[config.mk]
export PLATFORM = sky130hd
export DESIGN_NAME = wdt_window_top
export DESIGN_NICKNAME = d
export VERILOG_FILES = /design/src/rtl/wdt_pkg.sv /design/src/rtl/wdt_regfile.sv /design/src/rtl/wdt_prescaler.sv /design/src/rtl/wdt_down_counter.sv /design/src/rtl/wdt_window_top.sv
export SDC_FILE = /design/constraint.sdc
export NUM_CORES = 1
export LEC_CHECK = 0
export CAP_MARGIN = 20
export CORE_UTILIZATION = 52
export CTS_CLUSTER_DIAMETER = 60
export DETAILED_ROUTE_END_ITERATION = 10
export PLACE_DENSITY_LB_ADDON = 0.2
export SETUP_SLACK_MARGIN = 0.05
export SYNTH_ARGS = -nofsm -noshare
export SYNTH_HDL_FRONTEND = slang
export SYNTH_SLANG_ARGS = --single-unit
export TNS_END_PERCENT = 10
[constraint.sdc]
create_clock -name clk -period 2.2 [get_ports clk]
set_input_delay 0.44 -clock clk [delete_from_list [all_inputs] [get_ports clk]]
set_output_delay 0.44 -clock clk [all_outputs]
set_load 0.01 [all_outputs]
[src/rtl/wdt_pkg.sv]
package wdt_pkg;
    // register addresses
    localparam int ADR_CMD  = 0;
    localparam int ADR_CFGA = 1;
    localparam int ADR_CFGB = 2;
    localparam int ADR_LOCK = 3;
    localparam int ADR_STAT = 4;
    localparam int ADR_CNT  = 5;

    // field positions
    localparam int CFGA_REN_BIT  = 16;
    localparam int CFGA_SHLT_BIT = 17;
    localparam int CFGA_DBG_BIT  = 18;
    localparam int CFGB_PSC_LSB  = 12;
    localparam int CFG_TOP_BIT   = 18;

    typedef enum logic [1:0] {
        ST_RUN    = 2'd0,
        ST_FROZEN = 2'd1,
        ST_TRIP   = 2'd2
    } wdt_state_e;
endpackage

[src/rtl/wdt_regfile.sv]
module wdt_regfile
    import wdt_pkg::*;
#(
    parameter int          CNT_W      = 12,
    parameter int          PSC_W      = 3,
    parameter int          DATA_W     = 32,
    parameter int          ADDR_W     = 3,
    parameter int          KEY_W      = 16,
    parameter logic [15:0] UNLOCK_KEY = 16'h35CA
) (
    input  logic              clk,
    input  logic              rst_n,
    input  logic              wr_en,
    input  logic [ADDR_W-1:0] addr,
    input  logic [DATA_W-1:0] wdata,
    input  logic              uf_evt_i,
    input  logic              err_evt_i,
    output logic [CNT_W-1:0]  reload_val_o,
    output logic [CNT_W-1:0]  delta_o,
    output logic [PSC_W-1:0]  psc_o,
    output logic              ren_o,
    output logic              shlt_o,
    output logic              dbg_en_o,
    output logic              prot_o,
    output logic              uf_flag_o,
    output logic              err_flag_o
);
    logic wr_cfga, wr_cfgb, wr_lock, wr_stat;
    logic unused_hi;

    assign unused_hi = ^wdata[DATA_W-1:CFG_TOP_BIT+1];

    assign wr_cfga = wr_en && (addr == ADDR_W'(ADR_CFGA)) && !prot_o;
    assign wr_cfgb = wr_en && (addr == ADDR_W'(ADR_CFGB)) && !prot_o;
    assign wr_lock = wr_en && (addr == ADDR_W'(ADR_LOCK));
    assign wr_stat = wr_en && (addr == ADDR_W'(ADR_STAT));

    always_ff @(posedge clk or negedge rst_n) begin
        if (!rst_n) begin
            reload_val_o <= '1;
            delta_o      <= '1;
            psc_o        <= '1;
            ren_o        <= 1'b0;
            shlt_o       <= 1'b0;
            dbg_en_o     <= 1'b0;
            prot_o       <= 1'b0;
        end else begin
            if (wr_cfga) begin
                reload_val_o <= wdata[CNT_W-1:0];
                ren_o        <= wdata[CFGA_REN_BIT];
                shlt_o       <= wdata[CFGA_SHLT_BIT];
                dbg_en_o     <= wdata[CFGA_DBG_BIT];
            end
            if (wr_cfgb) begin
                delta_o <= wdata[CNT_W-1:0];
                psc_o   <= wdata[CFGB_PSC_LSB +: PSC_W];
            end
            if (wr_lock) begin
                prot_o <= (wdata[KEY_W-1:0] != UNLOCK_KEY);
            end
        end
    end

    always_ff @(posedge clk or negedge rst_n) begin
        if (!rst_n) begin
            uf_flag_o  <= 1'b0;
            err_flag_o <= 1'b0;
        end else begin
            uf_flag_o  <= uf_evt_i  || (uf_flag_o  && !(wr_stat && wdata[0]));
            err_flag_o <= err_evt_i || (err_flag_o && !(wr_stat && wdata[1]));
        end
    end
endmodule

[src/rtl/wdt_prescaler.sv]
module wdt_prescaler #(
    parameter int PSC_W = 3
) (
    input  logic             clk,
    input  logic             rst_n,
    input  logic             run_i,
    input  logic             clr_i,
    input  logic [PSC_W-1:0] sel_i,
    output logic             tick_o
);
    localparam int PRE_W = (1 << PSC_W) - 1;

    logic [PRE_W-1:0] phase_q;
    logic [PRE_W-1:0] mask;

    always_comb begin
        for (int i = 0; i < PRE_W; i++) begin
            mask[i] = (i < int'(sel_i));
        end
    end

    assign tick_o = run_i && ((phase_q & mask) == mask);

    always_ff @(posedge clk or negedge rst_n) begin
        if (!rst_n) begin
            phase_q <= '0;
        end else if (clr_i) begin
            phase_q <= '0;
        end else if (run_i) begin
            phase_q <= phase_q + PRE_W'(1);
        end
    end
endmodule

[src/rtl/wdt_down_counter.sv]
module wdt_down_counter #(
    parameter int CNT_W = 12
) (
    input  logic             clk,
    input  logic             rst_n,
    input  logic             tick_i,
    input  logic             reload_i,
    input  logic [CNT_W-1:0] reload_val_i,
    input  logic [CNT_W-1:0] delta_i,
    output logic [CNT_W-1:0] count_o,
    output logic             uf_evt_o,
    output logic             err_evt_o
);
    logic window_on;

    assign window_on = delta_i < reload_val_i;
    assign uf_evt_o  = tick_i && !reload_i && (count_o == '0);
    assign err_evt_o = reload_i && window_on && (count_o > delta_i);

    always_ff @(posedge clk or negedge rst_n) begin
        if (!rst_n) begin
            count_o <= '1;
        end else if (reload_i) begin
            count_o <= reload_val_i;
        end else if (tick_i) begin
            if (count_o == '0) begin
                count_o <= reload_val_i;
            end else begin
                count_o <= count_o - CNT_W'(1);
            end
        end
    end
endmodule

[src/rtl/wdt_window_top.sv]
module wdt_window_top
    import wdt_pkg::*;
#(
    parameter int          CNT_W      = 12,
    parameter int          PSC_W      = 3,
    parameter int          DATA_W     = 32,
    parameter int          ADDR_W     = 3,
    parameter int          KEY_W      = 16,
    parameter logic [15:0] UNLOCK_KEY = 16'h35CA,
    parameter logic [15:0] RELOAD_KEY = 16'h5FA0
) (
    input  logic              clk,
    input  logic              rst_n,
    input  logic              wr_en,
    input  logic [ADDR_W-1:0] addr,
    input  logic [DATA_W-1:0] wdata,
    input  logic [ADDR_W-1:0] rd_addr,
    output logic [DATA_W-1:0] rdata,
    input  logic              sleep_i,
    input  logic              dbg_halt_i,
    output logic              wdt_rst_o
);
    logic [CNT_W-1:0] reload_val, delta, count_q;
    logic [PSC_W-1:0] psc;
    logic             ren, shlt, dbg_en, prot;
    logic             uf_flag, err_flag;
    logic             uf_evt, err_evt, tick, freeze, reload_cmd;
    wdt_state_e       state_q, state_d;

    assign reload_cmd = wr_en && (addr == ADDR_W'(ADR_CMD)) && wdata[0]
                        && (wdata[DATA_W-1 -: KEY_W] == RELOAD_KEY);
    assign freeze = (sleep_i && shlt) || (dbg_halt_i && dbg_en);

    wdt_regfile #(
        .CNT_W(CNT_W), .PSC_W(PSC_W), .DATA_W(DATA_W), .ADDR_W(ADDR_W),
        .KEY_W(KEY_W), .UNLOCK_KEY(UNLOCK_KEY)
    ) u_regs (
        .clk(clk), .rst_n(rst_n), .wr_en(wr_en), .addr(addr), .wdata(wdata),
        .uf_evt_i(uf_evt), .err_evt_i(err_evt),
        .reload_val_o(reload_val), .delta_o(delta), .psc_o(psc),
        .ren_o(ren), .shlt_o(shlt), .dbg_en_o(dbg_en), .prot_o(prot),
        .uf_flag_o(uf_flag), .err_flag_o(err_flag)
    );

    wdt_prescaler #(.PSC_W(PSC_W)) u_psc (
        .clk(clk), .rst_n(rst_n), .run_i(!freeze), .clr_i(reload_cmd),
        .sel_i(psc), .tick_o(tick)
    );

    wdt_down_counter #(.CNT_W(CNT_W)) u_cnt (
        .clk(clk), .rst_n(rst_n), .tick_i(tick), .reload_i(reload_cmd),
        .reload_val_i(reload_val), .delta_i(delta), .count_o(count_q),
        .uf_evt_o(uf_evt), .err_evt_o(err_evt)
    );

    // state register
    always_ff @(posedge clk or negedge rst_n) begin
        if (!rst_n) begin
            state_q <= ST_RUN;
        end else begin
            state_q <= state_d;
        end
    end

    // next state
    always_comb begin
        state_d = state_q;
        unique case (state_q)
            ST_RUN: begin
                if (uf_evt || err_evt) state_d = ST_TRIP;
                else if (freeze)       state_d = ST_FROZEN;
            end
            ST_FROZEN: begin
                if (uf_evt || err_evt) state_d = ST_TRIP;
                else if (!freeze)      state_d = ST_RUN;
            end
            ST_TRIP: begin
                if (uf_evt || err_evt) state_d = ST_TRIP;
                else if (freeze)       state_d = ST_FROZEN;
                else                   state_d = ST_RUN;
            end
            default: state_d = ST_RUN;
        endcase
    end

    // outputs
    always_comb begin
        wdt_rst_o = (state_q == ST_TRIP) && ren;
    end

    always_comb begin
        rdata = '0;
        case (int'(rd_addr))
            ADR_CFGA: begin
                rdata[CNT_W-1:0]     = reload_val;
                rdata[CFGA_REN_BIT]  = ren;
                rdata[CFGA_SHLT_BIT] = shlt;
                rdata[CFGA_DBG_BIT]  = dbg_en;
            end
            ADR_CFGB: begin
                rdata[CNT_W-1:0]             = delta;
                rdata[CFGB_PSC_LSB +: PSC_W] = psc;
            end
            ADR_LOCK: rdata[0] = prot;
            ADR_STAT: begin
                rdata[0] = uf_flag;
                rdata[1] = err_flag;
            end
            ADR_CNT:  rdata[CNT_W-1:0] = count_q;
            default:  rdata = '0;
        endcase
    end
endmodule

==> run_results.csv, run 1 <==
group,metric,value,unit
final_layout,insertedDiodeCount,0,
setup_path,crit_type,"flop to flop",
synth,syn_inst,410,
setup_path,cp-end-kind,"flop",
pwr,intPower,0.002744,W
synth,yosys.area.top_type,"dfstp_2",
pwr,switching_power,0.001862,W
hold_path,hp-class,"input pin to asynchronous set/reset pin",
pwr,comb_power_share,0.447,
floorplan,io_pins,76,
sta,setup_viol_count_final,0,
synth,synth_warnings,0,
synth,synth_commonest_cells,"56 x nand2_1, 43 x o21ai_0, 39 x dfstp_2, 28 x inv_1",
final_layout,drive_above_1_share,0.2602,
clock_tree,cts-root-buf,"clkbuf_8",
sta,finalCritPeriodShare,0.9887,
pwr,power_density,962.7,nW/µm²
grt,grt_overflow_total,0,
synth,syn_avg_cell_area,8.801,µm²
placement,place_area,4577,µm²
grt,antenna_found_initial,0,
flow_run,drv_cap,0,
sta,finalHoldWorstSlack,0.01370,ns
synth,yosys-top-cells-area,"dfstp_2 28%, dfrtp_1 10%, ha_1 8.7%",
routing,routedWlPerCell,17.52,µm
synth,ys.flop_type,"dfstp_2",
floorplan,die_area,7276,µm²
synth,synth_top_area_frac,0.2840,
final_layout,num-nets-final,582,
clock_tree,htree_levels,2,
routing,antenna_left,0,
grt,track_usage,0.2932,
synth,yosysSeqAreaShare,0.3880,
setup_path,cp_data_required_time,2.43,ns
placement,hpwl,8081,µm
final_layout,area_growth,32.59,%
routing,vias,3546,
clock_tree,cts.clk_slew.worst_paths,0.10,ns
synth,synth.distinct_cells,58,
synth,synth_most_common_cell,"nand2_1",
sta,clock_skew,0.01033,ns
sta,slew_violations,0,
sta,grt_setup_unrepaired,"yes",
synth,postSynth.asyncResetShare,1.000,
placement,place.gp.congestion,0.9502,
synth,synth_area,3608,µm²
routing,firstDrtPassIters,5,
pwr,p_leak,2.116,nW
routing,drtIter0Drc,392,
floorplan,die_w,85.30,µm
grt,first_global_vias,3386,
final_layout,fin_area,4785,µm²
synth,synth_seq_cells,54,
clock_tree,ctsLongestPathBuffers,2,
final_layout,fill_cells,497,
status,outcome,"complete, no violations",
sta,fmax,0.4597,GHz
clock_tree,clkLatencyLatePin,0.32,ns
sta,hold_viol_final,0,
routing,vias_per_cell,5.990,
clock_tree,numCtsBuffers,5,
pwr,p_seq_frac,0.416,
setup_path,cp_max_fo,3,
synth,synth_edf_count,0,
placement,pre_cts_slack,-0.5234,ns
grt,grt_max_degree,22,
pwr,p_clk_frac,0.137,
sta,fin_tns_setup,0,ns
floorplan,row_count,29,
placement,port_buffers,61,
clock_tree,cts_tree,"built",
pwr,irDropWorstVdd,0.5020,mV
pwr,switching_share,0.4042,
floorplan,die_y,85.30,µm
setup_path,arrival,2.41,ns
routing,drc,0,
sta,setup_ws,0.02481,ns
sta,min_period,2.175,ns
setup_path,cp-startpoint,"u_regs.delta_o[10]$_DFFE_PN1P_",
grt,grt_pass1_wl,16600,µm
setup_path,r2r-start,"u_regs.delta_o[10]$_DFFE_PN1P_",
setup_path,cp-start-kind,"flop",
routing,drt-total-wl,10370,µm
floorplan,core_area,6531,µm²
clock_tree,postCtsHoldBufs,0,
clock_tree,clock_sinks,54,
pwr,power,0.004606,W
floorplan,start_util,0.5525,
-- metrics by stage --
step	util	cells
after floorplan	-	423
after CTS	0.7197	590
after detailed placement	0.7008	582
after global placement	0.7008	582
final	0.7326	592
after global routing	0.7326	592
-- metal layers --
layer	routed length (µm)	vias to the layer above	track usage
li1	-	1640	-
met1	4493	1703	0.4111
met2	4894	183	0.4714
met3	858	20	0.06031
met4	126	0	0.06364
met5	0	-	0
-- timing repair --
item                                    4_1_cts  5_1_grt
pin swaps                                     0        3
buffers inserted                              0        1
resized for setup                            34       20
cloned                                        0        1
endpoints found under the setup margin       26       17
-- critical path: stages, from the launching register on --
cell,delay (ns)
dfstp_2,0.56
inv_1,0.06
ha_1,0.33
nand4_1,0.17
nor2_1,0.08
a221o_1,0.34
o2111ai_2,0.22
o31ai_1,0.15
a211oi_1,0.18
-- final timing paths --
path                                                 end  slack [ns]  cells past startpoint
min reg2reg                       state_q[1]$_DFFE_PN0P_        0.49                      1
max in group asynchronous  u_cnt.count_o[10]$_DFFE_PN1P_        1.54                      2
min in group clk                  state_q[1]$_DFFE_PN0P_        0.49                      1
max                               state_q[0]$_DFFE_PN0P_        0.02                      8
min                           u_regs.uf_flag_o$_DFF_PN0_        0.01                      1
max reg2reg                       state_q[0]$_DFFE_PN0P_        0.02                      8
-- sequential cells by signal (all words and copies together), names as in the netlist --
signal	cells
u_psc.phase_q	7
u_regs.psc_o	3
u_regs.uf_flag_o	1
u_regs.prot_o	1
u_regs.dbg_en_o	1
u_cnt.count_o	12
u_regs.reload_val_o	12
u_regs.shlt_o	1
u_regs.delta_o	12
u_regs.ren_o	1
u_regs.err_flag_o	1
state_q	2
-- placed cells by master (no fill, tap or decap), types with 4 or more instances in the layout --
master,instances
nand2_1,56
xor2_1,4
o21ai_1,9
buf_4,49
dlygate4sd2_1,16
a22oi_1,13
or3_1,5
dfstp_2,39
dfrtp_1,15
o21ai_0,40
inv_1,28
mux2i_1,4
conb_1,14
nor3b_1,4
and3b_1,4
clkbuf_8,7
nand2b_1,4
nor3_1,6
nand3_1,5
nor2_1,24
mux2_2,8
clkdlybuf4s50_1,39
a21oi_1,20
ha_1,24
nand4_1,6
o211ai_1,4
-- power by group through the flow --
stage,clock network [W],registers [W],logic (W)
final,0.000630,0.00192,0.00206
after global placement,0,0.00189,0.00188
after detailed placement,0,0.00190,0.00196
after floorplan,0,0.00179,0.00124
after global routing,0.000664,0.00195,0.00230
after CTS,0.000631,0.00189,0.00197
-- logic make-up (layout without fill, tap and decap cells) --
family                     Yosys count  count (layout)  share of synthesized area
muxes                               12              12                    0.03606
AOI/OAI and AO/OA                  114             114                     0.1973
other                                1              14                   0.001039
DFF                                 54              54                     0.3880
buffers and inverters               57             149                    0.07524
and+or+nand+nor                    141             141                     0.2011
adders and majority gates           25              25                    0.08669
xor gates and xnor gates             6               6                    0.01456
-- final cells by class --
| type | count | area (µm²) | share of cell area |
|---|---|---|---|
| Tap cell | 77 | 96.34 | 0.02014 |
| Clock inverter | 1 | 8.758 | 0.001831 |
| Sequential cell | 54 | 1400 | 0.2926 |
| Inverter | 28 | 105.1 | 0.02197 |
| Timing Repair Buffer | 113 | 982.2 | 0.2053 |
| Clock buffer | 7 | 96.34 | 0.02014 |
| Multi-Input combinational cell | 312 | 2096 | 0.4380 |
Note: power is estimated with default switching activity, not from simulation.
==> run 2, diff against run 1 <==
Settings changed: CORE_MARGIN set to 5, SLEW_MARGIN set to 20.
Clock period 2.2 ns to 2.1 ns, I/O delays scaled along.
==> run_results.csv, run 2 (synthesized netlist as in run 1, its figures left out) <==
group,metric,value,unit
routing,drtIter0Drc,404,
floorplan,start_util,0.5341,
clock_tree,clock_sinks,54,
setup_path,slowest_stage,"dfstp_2",
final_layout,final_common_cell,"buf_4",
grt,grt_max_degree,26,
clock_tree,cts-root-buf,"clkbuf_8",
routing,vias_per_cell,6.002,
routing,firstDrtPassIters,5,
grt,antenna_found_initial,0,
sta,finalHoldWorstSlack,0.1091,ns
floorplan,core_area,6756,µm²
sta,min_period,2.155,ns
grt,grt_pass1_wl,17700,µm
floorplan,die_w,93.30,µm
setup_path,path_depth,8,
setup_path,cp-end-kind,"flop",
grt,track_usage,0.2593,
routing,dr_wl_met3,1132,µm
setup_path,cp-start-kind,"flop",
sta,setup_ws,-0.05505,ns
final_layout,mostFrequentLayoutCells,"81 x buf_4, 53 x nand2_1, 39 x dfstp_2",
placement,place_area,4811,µm²
placement,pre_cts_slack,-0.5537,ns
sta,max_slew_margin,0.5986,
flow_run,drv_cap,0,
clock_tree,clkLatencyLatePin,0.31,ns
routing,drc,0,
sta,setup_viol_count_final,4,
sta,worst_pin_slew,0.6022,ns
floorplan,die_y,93.30,µm
final_layout,reg.largest.list,"u_cnt.count_o: 12 flops, u_regs.delta_o: 12 flops, u_regs.reload_val_o: 12 flops",
setup_path,max_stage_delay,0.55,ns
routing,drt-total-wl,12590,µm
routing,antenna_left,0,
clock_tree,cts_tree,"built",
clock_tree,ctsLongestPathBuffers,2,
routing,maxUsedRoutingLayer,"met4",
pwr,power_density,1040,nW/µm²
clock_tree,numCtsBuffers,5,
final_layout,fill_cells,410,
setup_path,crit_type,"flop to flop",
floorplan,die_area,8705,µm²
final_layout,num-nets-final,618,
final_layout,insertedDiodeCount,0,
setup_path,crit_buf_inv,1,
clock_tree,cts.clk_slew.worst_paths,0.10,ns
setup_path,crit_family,"compound AO/OA/AOI/OAI gates",
routing,vias,3787,
setup_path,cp_max_fo,3,
routing,routedWlPerCell,19.95,µm
sta,grt_setup_unrepaired,"yes",
placement,place.gp.congestion,0.9396,
final_layout,multi_input_area,2323,µm²
sta,clock_skew,0.005720,ns
final_layout,regArea,1400,µm²
routing,wl_met1,5092,µm
setup_path,r2r_cells,8,
final_layout,area_growth,47.16,%
floorplan,row_count,30,
status,violations,"negative setup slack",
floorplan,io_pins,76,
clock_tree,postCtsHoldBufs,0,
placement,port_buffers,61,
pwr,irDropWorstVdd,0.5813,mV
final_layout,fin_area,5310,µm²
sta,slew_violations,0,
sta,hold_viol_final,0,
setup_path,path_cells,"inv_2 > ha_4 > a21oi_1 > nand2_1 > a221o_1 > o2111ai_2 > o31ai_4 > a21boi_2",
setup_path,cp_data_required_time,2.30,ns
clock_tree,htree_levels,2,
grt,grt_overflow_total,0,
placement,hpwl,8713,µm
routing,wl_met2,6044,µm
setup_path,arrival,2.36,ns
sta,finalCritPeriodShare,1.026,
sta,fmax,0.4640,GHz
hold_path,hp-class,"input pin to asynchronous set/reset pin",
final_layout,drive_above_1_share,0.3666,
pwr,p_leak,2.336,nW
status,outcome,"finished, violations left",
grt,first_global_vias,3577,
==> run 2: cell count changes in the layout (fill, tap and decap cells not counted), moves of 4 or more <==
| cell | previous run | this run |
|---|---|---|
| clkdlybuf4s50_1 | 39 | 31 |
| ha_1 | 24 | 11 |
| buf_4 | 49 | 81 |
| a21oi_1 | 20 | 16 |
| ha_4 | 1 | 13 |
| inv_2 | 0 | 10 |
| dlygate4sd2_1 | 16 | 12 |
| clkdlybuf4s15_1 | 0 | 5 |
| o21ai_1 | 9 | 14 |
| a21oi_2 | 1 | 5 |
| o21ai_0 | 40 | 36 |
| dlymetal6s2s_1 | 1 | 8 |
| inv_1 | 28 | 18 |
==> run 2: final cells by class <==
class                           count  area share
Sequential cell                    54      0.2637
Multi-Input combinational cell    312      0.4376
Clock inverter                      1   0.0009425
Timing Repair Buffer              149      0.2429
Tap cell                           80     0.01885
Inverter                           28     0.01979
Clock buffer                        7     0.01626
==> run 2: where the power goes <==
group | total [W] | switching [W] | internal (W)
Sequential | 0.00200 | 0.000407 | 0.00159
Clock | 0.000613 | 0.000346 | 0.000267
Combinational | 0.00291 | 0.00152 | 0.00139
Total | 0.00552 | 0.00227 | 0.00325
==> run 2: routing by layer <==
metal  vias up  track usage
li1       1722            -
met1      1813       0.3513
met2       211       0.4276
met3        41      0.05712
met4         0      0.05128
met5         -            0
==> run 2: repair_timing <==
item                       4_1_cts  5_1_grt
resized for setup               40       73
cloned                           0        1
buffers inserted                 0        8
pin swaps                        3       33
setup endpoints to repair       32       30
==> run 2: final timing paths <==
kind | start | to | slack (ns)
worst max-delay path | u_regs.delta_o[10]$_DFFE_PN1P_ | state_q[1]$_DFFE_PN0P_ | -0.06
worst min-delay path | rst_n | u_psc.phase_q[6]$_DFFE_PN0P_ | 0.11
worst max register to register | u_regs.delta_o[10]$_DFFE_PN1P_ | state_q[1]$_DFFE_PN0P_ | -0.06
worst min register to register | u_regs.err_flag_o$_DFF_PN0_ | u_regs.err_flag_o$_DFF_PN0_ | 0.51
max in group asynchronous | rst_n | u_cnt.count_o[8]$_DFFE_PN1P_ | 1.38
min in group clk | wdata[18] | u_regs.dbg_en_o$_DFFE_PN0P_ | 0.46
==> run 2: stage by stage <==
step	instances	power (W)	TNS, ns	utilization
after detailed placement	614	0.004304	-13.99	0.7120
after floorplan	423	0.003175	0	-
final	631	0.005520	-0.1075	0.7859
after global placement	614	0.004216	-12.88	0.7120
after CTS	622	0.004944	-0.08420	0.7319
after global routing	631	0.005871	-0.8746	0.7859
==> run 2: worst register-to-register path, cell delays in order, from the launching register on <==
cell and delay (ns):
dfstp_2 0.55, inv_2 0.05, ha_4 0.22, a21oi_1 0.21
nand2_1 0.12, a221o_1 0.34, o2111ai_2 0.24, o31ai_4 0.13
a21boi_2 0.17
==> run 3, diff against run 2 <==
--- a/config.mk
+++ b/config.mk
@@ -8,4 +8,6 @@
 export CAP_MARGIN = 20
+export CELL_PAD_IN_SITES_DETAIL_PLACEMENT = 0
+export CELL_PAD_IN_SITES_GLOBAL_PLACEMENT = 1
 export CORE_MARGIN = 5
-export CORE_UTILIZATION = 52
+export CORE_UTILIZATION = 39
 export CTS_CLUSTER_DIAMETER = 60
==> constraint.sdc (replaced) <==
create_clock -name clk -period 2.1 [get_ports clk]
set_input_delay 0.21 -clock clk [delete_from_list [all_inputs] [get_ports clk]]
set_output_delay 0.21 -clock clk [all_outputs]
set_load 0.01 [all_outputs]
==> run_results.csv, run 3 (synthesized netlist as in run 1, its figures left out) <==
group,metric,value,unit
status,outcome,"finished, violations left",
status,violations,"negative setup slack",
floorplan,die_w,106.2,µm
placement,place.gp.congestion,0.9173,
sta,setup_viol_count_final,1,
sta,slew_violations,0,
floorplan,row_count,35,
grt,track_usage,0.2050,
sta,setup_ws,-0.001176,ns
setup_path,max_stage_delay,0.54,ns
routing,firstDrtPassIters,5,
routing,vias_per_cell,5.345,
sta,hold_viol_final,0,
setup_path,arrival,2.34,ns
setup_path,ff2ff_setup_slack,-0.001,ns
routing,antenna_left,0,
setup_path,r2r-end,"state_q[1]$_DFFE_PN0P_",
floorplan,die_y,106.2,µm
setup_path,cp-end-kind,"flop",
setup_path,path_cells,"inv_1 > ha_1 > a21oi_1 > o21ai_0 > nor4_1 > o2111ai_2 > o31ai_1 > a21boi_1",
grt,grt_overflow_total,0,
setup_path,crit_family,"compound AO/OA/AOI/OAI gates",
final_layout,area_growth,40.71,%
placement,hpwl,8877,µm
floorplan,core_area,9109,µm²
grt,first_global_vias,3603,
setup_path,crit_buf_inv,1,
setup_path,r2r_cells,8,
pwr,p_leak,2.262,nW
pwr,irDropWorstVdd,0.5184,mV
grt,grt_pass1_wl,18270,µm
clock_tree,cts_tree,"built",
floorplan,start_util,0.3962,
sta,finalCritPeriodShare,1.001,
setup_path,cp-start-kind,"flop",
setup_path,r2r-start,"u_regs.reload_val_o[11]$_DFFE_PN1P_",
final_layout,post-route-util,0.5574,
floorplan,io_pins,76,
final_layout,num-nets-final,611,
flow_run,drv_cap,0,
clock_tree,clock_sinks,54,
setup_path,crit_type,"flop to flop",
final_layout,insertedDiodeCount,0,
final_layout,reg.largest.list,"u_cnt.count_o: 12 flops, u_regs.delta_o: 12 flops, u_regs.reload_val_o: 12 flops",
sta,grt_setup_unrepaired,"yes",
placement,pre_cts_slack,-0.3158,ns
sta,fmax,0.4759,GHz
sta,worst_pin_slew,0.5655,ns
setup_path,slowest_stage,"dfstp_2",
clock_tree,cts.clk_slew.worst_paths,0.10,ns
final_layout,final_common_cell,"buf_4",
grt,antenna_found_initial,0,
routing,drc,0,
clock_tree,clkLatencyLatePin,0.31,ns
final_layout,drive_above_1_share,0.2941,
routing,vias,3501,
setup_path,cp_max_fo,2,
clock_tree,ctsLongestPathBuffers,2,
placement,port_buffers,61,
sta,max_slew_margin,0.6230,
clock_tree,cts-root-buf,"clkbuf_8",
clock_tree,numCtsBuffers,5,
floorplan,die_area,11280,µm²
clock_tree,htree_levels,2,
grt,grt_max_degree,25,
clock_tree,cts_setup_buffers,0,
routing,drtIter0Drc,161,
pwr,power_density,1004,nW/µm²
setup_path,cp_data_required_time,2.34,ns
sta,clock_skew,0.006844,ns
routing,routedWlPerCell,17.23,µm
sta,min_period,2.101,ns
routing,drt-total-wl,11290,µm
hold_path,hp-class,"input pin to asynchronous set/reset pin",
final_layout,mostFrequentLayoutCells,"75 x buf_4, 54 x nand2_1, 43 x clkdlybuf4s50_1",
-- run 3: cell count changes in the layout (fill, tap and decap cells not counted), sizes merged --
cell	before	now
clkdlybuf4s50	31	43
buf	89	81
clkdlybuf4s15	6	0
dlymetal6s2s	8	2
dlygate4sd2	12	15
clkbuf	9	7
dlygate4sd1	1	0
dlygate4sd3	0	1
-- run 3: per-stage QoR --
step / instances / hold slack (ns) / TNS (ns) / total power [W] / cell area, µm²
after CTS: 655 / 0.4288 / -0.07997 / 0.005016 / 4990
after global placement: 646 / 0.2217 / -3.465 / 0.004294 / 4870
after floorplan: 423 / -0.08559 / 0 / 0.003175 / 3657
after detailed placement: 646 / 0.2353 / -4.166 / 0.004364 / 4870
final: 655 / 0.4159 / -0.001176 / 0.005099 / 5077
after global routing: 655 / 0.4683 / -0.3013 / 0.005519 / 5077
-- run 3: how the worst max path moves through the flow --
stage / from / endpoint / slack [ns] / depth (start not counted)
2_1_floorplan: u_regs.delta_o[3]$_DFFE_PN1P_ / state_q[1]$_DFFE_PN0P_ / 0.08 / 8
3_3_place_gp: rd_addr[1] / rdata[7] / -0.31 / 6
3_5_place_dp: rd_addr[1] / rdata[7] / -0.32 / 6
4_1_cts: rd_addr[0] / rdata[0] / -0.06 / 6
5_1_grt: u_regs.reload_val_o[9]$_DFFE_PN1P_ / state_q[1]$_DFFE_PN0P_ / -0.17 / 8
6_report: u_regs.reload_val_o[11]$_DFFE_PN1P_ / state_q[1]$_DFFE_PN0P_ / -0.001 / 8
-- run 3: metal layers --
metal	up-vias	GRT usage	wire length [µm]
met4	0	0.06013	222
met1	1681	0.2611	4869
met2	104	0.3511	5518
met5	-	0	0
li1	1703	-	-
met3	13	0.04068	678
-- run 3: area by class of cell --
type                            count  area, µm²
Fill cell                         897       4031
Multi-Input combinational cell    312       2103
Sequential cell                    54       1400
Timing Repair Buffer              142       1239
Tap cell                          111      138.9
Inverter                           28      105.1
Clock buffer                        7      86.33
Clock inverter                      1      5.005
-- run 3: repair_timing --
action,4_1_cts,5_1_grt
hold endpoints to repair,15,0
hold buffers,1,0
gates resized for setup,23,21
setup endpoints to repair,24,18
pin swaps,2,1
-- run 3: power by group --
part / total (W) / internal (W) / switching, W
registers: 0.00188 / 0.00158 / 0.000300
logic: 0.00259 / 0.00127 / 0.00132
clock network: 0.000620 / 0.000267 / 0.000352
total: 0.00510 / 0.00312 / 0.00198
